==> config.mk <==
export PLATFORM = sky130hd
export DESIGN_NAME = callseq_unit
export DESIGN_NICKNAME = d
export VERILOG_FILES = /design/src/rtl/callseq_pkg.sv /design/src/rtl/callseq_incdec.sv /design/src/rtl/callseq_ctrl.sv /design/src/rtl/callseq_regs.sv /design/src/rtl/callseq_unit.sv
export SDC_FILE = /design/constraint.sdc
export NUM_CORES = 1
export LEC_CHECK = 0
export BUFFER_PORTS_ARGS = -buffer_cell sky130_fd_sc_hd__buf_2
export CORE_MARGIN = 10
export CORE_UTILIZATION = 40
export CTS_CLUSTER_DIAMETER = 40
export CTS_CLUSTER_SIZE = 16
export DETAILED_ROUTE_END_ITERATION = 16
export GPL_TIMING_DRIVEN = 0
export HOLD_SLACK_MARGIN = 0.03
export MAX_ROUTING_LAYER = met4
export PLACE_DENSITY = 0.63
export SYNTH_ARGS = -nofsm -noshare
export SYNTH_HDL_FRONTEND = slang
export SYNTH_SLANG_ARGS = --single-unit
==> constraint.sdc <==
create_clock -name clk -period 2.34 [get_ports clk]
set_clock_uncertainty 0.1 [all_clocks]
set_input_delay 0.585 -clock clk [delete_from_list [all_inputs] [get_ports clk]]
set_output_delay 0.585 -clock clk [all_outputs]
set_load 0.005 [all_outputs]
==> src/rtl/callseq_pkg.sv <==
package callseq_pkg;

    typedef enum logic [2:0] {
        PH_FETCH = 3'd0,
        PH_OPND  = 3'd1,
        PH_PUSH  = 3'd2
    } phase_e;

    typedef struct packed {
        logic sp_dec;
        logic pc_b0;
        logic pc_b1;
        logic sp_b0;
        logic mem;
        logic ld;
        logic rx_ld;
        logic pc_inc;
        logic rx_to_pc;
    } strobe_t;

endpackage

==> src/rtl/callseq_incdec.sv <==
module callseq_incdec #(
    parameter int W    = 8,
    parameter bit DOWN = 1'b0
) (
    input  logic [W-1:0] a,
    output logic [W-1:0] y
);
    localparam logic [W-1:0] ONE = W'(1);

    generate
        if (DOWN) begin : g_dec
            assign y = a - ONE;
        end else begin : g_inc
            assign y = a + ONE;
        end
    endgenerate
endmodule

==> src/rtl/callseq_ctrl.sv <==
module callseq_ctrl
    import callseq_pkg::*;
#(
    parameter int           W       = 8,
    parameter logic [W-1:0] CALL_OP = 8'hC5
) (
    input  logic         clk,
    input  logic         rst_n,
    input  logic [W-1:0] opcode,
    output strobe_t      strb,
    output logic         fetch,
    output logic         last
);
    typedef struct packed {
        phase_e ph;
    } ctrl_t;

    ctrl_t q, d;

    always_comb begin
        d     = q;
        strb  = '0;
        fetch = 1'b0;
        last  = 1'b0;
        case (q.ph)
            PH_FETCH: begin
                fetch = 1'b1;
                if (opcode == CALL_OP) d.ph = PH_OPND;
            end
            PH_OPND: begin
                strb.sp_dec = 1'b1;
                strb.pc_b0  = 1'b1;
                strb.mem    = 1'b1;
                strb.ld     = 1'b1;
                strb.rx_ld  = 1'b1;
                strb.pc_inc = 1'b1;
                d.ph        = PH_PUSH;
            end
            PH_PUSH: begin
                strb.pc_b1    = 1'b1;
                strb.sp_b0    = 1'b1;
                strb.mem      = 1'b1;
                strb.rx_to_pc = 1'b1;
                last          = 1'b1;
                d.ph          = PH_FETCH;
            end
            default: d.ph = PH_FETCH;
        endcase
    end

    always_ff @(posedge clk) begin
        if (!rst_n) q.ph <= PH_FETCH;
        else        q    <= d;
    end
endmodule

==> src/rtl/callseq_regs.sv <==
module callseq_regs
    import callseq_pkg::*;
#(
    parameter int           W        = 8,
    parameter logic [W-1:0] PC_RESET = '0,
    parameter logic [W-1:0] SP_RESET = '0
) (
    input  logic         clk,
    input  logic         rst_n,
    input  logic         fetch,
    input  strobe_t      strb,
    input  logic [W-1:0] rdata,
    output logic [W-1:0] pc,
    output logic [W-1:0] sp
);
    typedef struct packed {
        logic [W-1:0] pc;
        logic [W-1:0] sp;
        logic [W-1:0] rx;
    } regs_t;

    regs_t q, d;
    logic [W-1:0] pc_next1, sp_prev1;

    callseq_incdec #(.W(W), .DOWN(1'b0)) i_pc_step (.a(q.pc), .y(pc_next1));
    callseq_incdec #(.W(W), .DOWN(1'b1)) i_sp_step (.a(q.sp), .y(sp_prev1));

    always_comb begin
        d = q;
        if (fetch || strb.pc_inc) d.pc = pc_next1;
        if (strb.rx_to_pc)        d.pc = q.rx;
        if (strb.sp_dec)          d.sp = sp_prev1;
        if (strb.rx_ld)           d.rx = rdata;
    end

    always_ff @(posedge clk) begin
        if (!rst_n) begin
            q.pc <= PC_RESET;
            q.sp <= SP_RESET;
            q.rx <= '0;
        end else begin
            q <= d;
        end
    end

    assign pc = q.pc;
    assign sp = q.sp;
endmodule

==> src/rtl/callseq_unit.sv <==
module callseq_unit
    import callseq_pkg::*;
#(
    parameter int           W        = 8,
    parameter logic [W-1:0] CALL_OP  = 8'hC5,
    parameter logic [W-1:0] PC_RESET = '0,
    parameter logic [W-1:0] SP_RESET = '0
) (
    input  logic         clk,
    input  logic         rst_n,
    input  logic [W-1:0] mem_rdata,
    output logic [W-1:0] mem_addr,
    output logic [W-1:0] mem_wdata,
    output logic         mem_rd,
    output logic         mem_wr,
    output logic         fetch,
    output logic         last_phase,
    output logic [W-1:0] pc,
    output logic [W-1:0] sp,
    output logic         st_sp_dec,
    output logic         st_pc_b0,
    output logic         st_pc_b1,
    output logic         st_sp_b0,
    output logic         st_mem,
    output logic         st_ld,
    output logic         st_rx_load,
    output logic         st_pc_inc,
    output logic         st_rx_to_pc
);
    strobe_t      strb;
    logic [W-1:0] bus0, bus1;

    callseq_ctrl #(.W(W), .CALL_OP(CALL_OP)) i_ctrl (
        .clk    (clk),
        .rst_n  (rst_n),
        .opcode (mem_rdata),
        .strb   (strb),
        .fetch  (fetch),
        .last   (last_phase)
    );

    callseq_regs #(.W(W), .PC_RESET(PC_RESET), .SP_RESET(SP_RESET)) i_regs (
        .clk   (clk),
        .rst_n (rst_n),
        .fetch (fetch),
        .strb  (strb),
        .rdata (mem_rdata),
        .pc    (pc),
        .sp    (sp)
    );

    // bus0 carries the address: SP when selected, otherwise PC (fetch or pc_b0)
    assign bus0      = strb.sp_b0 ? sp : pc;
    assign bus1      = strb.pc_b1 ? pc : '0;
    assign mem_addr  = bus0;
    assign mem_wdata = bus1;
    assign mem_rd    = fetch || (strb.mem && strb.ld);
    assign mem_wr    = strb.mem && !strb.ld;

    assign st_sp_dec   = strb.sp_dec;
    assign st_pc_b0    = strb.pc_b0;
    assign st_pc_b1    = strb.pc_b1;
    assign st_sp_b0    = strb.sp_b0;
    assign st_mem      = strb.mem;
    assign st_ld       = strb.ld;
    assign st_rx_load  = strb.rx_ld;
    assign st_pc_inc   = strb.pc_inc;
    assign st_rx_to_pc = strb.rx_to_pc;
endmodule

==> results.toml <==
[timing]
finalMaxSlewViolations = 0
rsz0062_at_grt = "no"
min_period_over_period_pct = 97.7
worstMarginPinSlew_ns = 0.515
hold_violations = 0
fmax_mhz = 438
finalCriticalPeriod_ns = 2.29
slew_headroom_pct = 65.6
report.final.setup_viol = 0
worst_slack_ns = 0.0549

[floorplanning]
rows = 22
die_h_um = 83.3
core_area_um2 = 3770
ios = 55
start_util_pct = 42.5
fp.dieW_um = 83.3
dieArea_um2 = 6940

[run_status]
status = "finished, final reports clean"

[logic_synthesis]
synthFlopType = "dfxtp_1"
synth_compound_area_share_pct = 13.4
synth-xor-area-share_pct = 2.18
yosysTopAreaCell = "dfxtp_1"
synthAdderAreaFrac_pct = 4.68
synth.mux.area_fraction_pct = 11.2
avgSynthCellArea_um2 = 8.67
async_flop_share_pct = 0
synth_top_cells_by_area = "dfxtp_1 (32%), buf_4 (12%), mux2i_1 (6.2%), mux2_2 (4.9%), ha_1 (4.7%)"
synthTopCellsByCount = "dfxtp_1 (26), buf_4 (25), nor2_1 (17)"
synth_nets = 201
synth_cell_types = 42
synth_enable_flop_cells = 0
yosys.area_share.simple_pct = 20.4
synth_top_area_share_pct = 32.4
yosys.cell_count.top_type = "dfxtp_1"
ys_seq_elements = 26
seq_area_frac_synth_pct = 32.4
synth_area_um2 = 1600
syn_inst = 185
synth_top_family_by_area = "simple AND/OR/NAND/NOR gates"
synth_warnings = 0

[layout]
layout.nets = 262
drive_gt1_share_pct = 42.9
antennaDiodeCount = 0
syn2layout_area_growth_pct = 29.1
multi_input_area_um2 = 847
seq_area_um2 = 523
nFillCells = 373
final_cells = 293

[global_route]
antenna_found_initial = 0
first_global_vias = 1454
track_usage_pct = 12.1
grt_pass1_wl_mm = 6.98
gr-total-overflow = 0
grt_max_degree = 20

[placed_design]
dp_cells = 287
portBuffers = 54
pre_cts_slack_ns = -0.391
hpwl_mm = 3.22
gp_congestion = 0.792

[drt]
top_layer_used = "met4"
wire_per_inst_um = 14.2
met1Wirelength_mm = 1.87
finalWirelength_mm = 4.17
drtIter0Drc = 41
antenna_left = 0
avgViaCountPerCell = 5.09
route.met2.wl_mm = 1.97
vias = 1491
wl_met3_um = 270
drc_errors = 0
first_pass_iters = 4

[critical_path]
crit_fanout = 10
rrSetupSlack_ns = 0.14
rr_worst_depth = 6
start_kind = "flip-flop"
cp.depth = 6
slowest_stage = "dfxtp_2"
crit_buf_inv = 4
arrival_ns = 1.60
critPathMaxStageDelay_ns = 0.35
end_kind = "primary output"
critPathTopFamily = "buffers and inverters"
crit_chain = "inv_4 > ha_4 > clkbuf_8 > clkbuf_16 > mux2_2 > buf_2"
criticalPathCategory = "flip-flop to primary output"
cp_data_required_time_ns = 1.65

[clock_tree]
clock_latency_ns = 0.27
clk_pin_slew_ns = 0.09
root_buffer = "clkbuf_8"
cts_buffers = 3
clock_sinks = 26
clk_path_buf_depth = 2
cts_tree = "done"
htree_levels = 1

[pwr]
p_leak_nw = 0.982
vdd_ir_drop_max_mv = 0.201
power.density_nw_per_um2 = 393
power.total_uw = 815

[hold_path]
worstHoldPathType = "flip-flop to flip-flop"
hold_depth = 2

[job]
maxCapViolCount = 0
-- routing by layer --
| metal | vias to the layer above | GRT usage (%) |
|---|---|---|
| li1 | 746 | - |
| met1 | 701 | 13.7 |
| met5 | - | - |
| met4 | 0 | 5.23 |
| met2 | 38 | 19.6 |
| met3 | 6 | 3.22 |
-- state kept, by name, summed over array words and instances, names as in the netlist --
| signal | flops |
|---|---|
| i_regs.pc | 8 |
| i_regs.q | 8 |
| i_regs.sp | 8 |
| i_ctrl.q | 2 |
-- worst register-to-register path: cells and delay by family, from the launching register on --
| family | cells | cell delay (ns) |
|---|---|---|
| buf+inv | 2 | 0.29 |
| compound gates | 1 | 0.14 |
| simple gates | 2 | 1.01 |
| flops | 1 | 0.36 |
| fa+ha+maj | 1 | 0.23 |
-- final timing paths --
path                                   from      endpoint
worst max-delay path            i_ctrl.q[0]   mem_addr[3]
worst min register to register  i_ctrl.q[0]   i_ctrl.q[0]
worst min-delay path            i_ctrl.q[0]   i_ctrl.q[0]
worst max register to register  i_ctrl.q[1]  i_regs.sp[7]
-- layout make-up --
class,instances,share of cell area (%)
repair buffers,58,14.5
inverters,7,1.39
well taps,48,2.90
multi-input cells,117,40.9
flip-flops and latches,26,25.3
plain buffers,33,12.4
clock buffers,4,2.66
-- per-stage QoR --
stage	utilization (%)	instance area, µm²	setup TNS, ns	hold slack (ns)
floorplan	-	1600	0	0.354
finish	54.9	2070	0	0.401
detailed placement	51.3	1930	-5.40	0.381
global placement	51.3	1930	-5.39	0.378
global route	54.9	2070	0	0.421
CTS	54.3	2050	0	0.404
-- cells by family (layout without fill, tap and decap cells) --
kind of cell	after synthesis	after routing
AO/OA/AOI/OAI	32	32
XOR/XNOR	4	4
adder cells (fa/ha/maj)	6	6
buffers and inverters	42	102
flip-flops	26	26
multiplexers	17	17
AND/OR/NAND/NOR	58	58
-- power breakdown --
part	switching [mW]	internal, mW
clock	0.144	0.151
sequential	0.00978	0.447
combinational	0.0290	0.0334
total	0.183	0.631
-- layout by cell type (no fill, tap or decap), drive strengths merged, types with 2 or more instances in the layout --
cell type and count:
nor3 2, a31oi 4, ha 6, or3 4
nor2b 2, clkbuf 12, xnor2 3, a21oi 8
nor2 17, nand4 2, nand2 8, mux2 7
nand3b 2, and2 8, a22oi 3, inv 6
or4 3, a311o 2, dfxtp 26, o31ai 3
mux2i 10, o21ai 4, buf 83, a21o 2
-- repair_timing --
item                       4_1_cts  5_1_grt
setup endpoints to repair       17       17
gates resized for setup         14        4
pin swaps                        0        0
buffers inserted                 2        2
hold buffers                     0        0
Power figures use the tool's default switching activity.
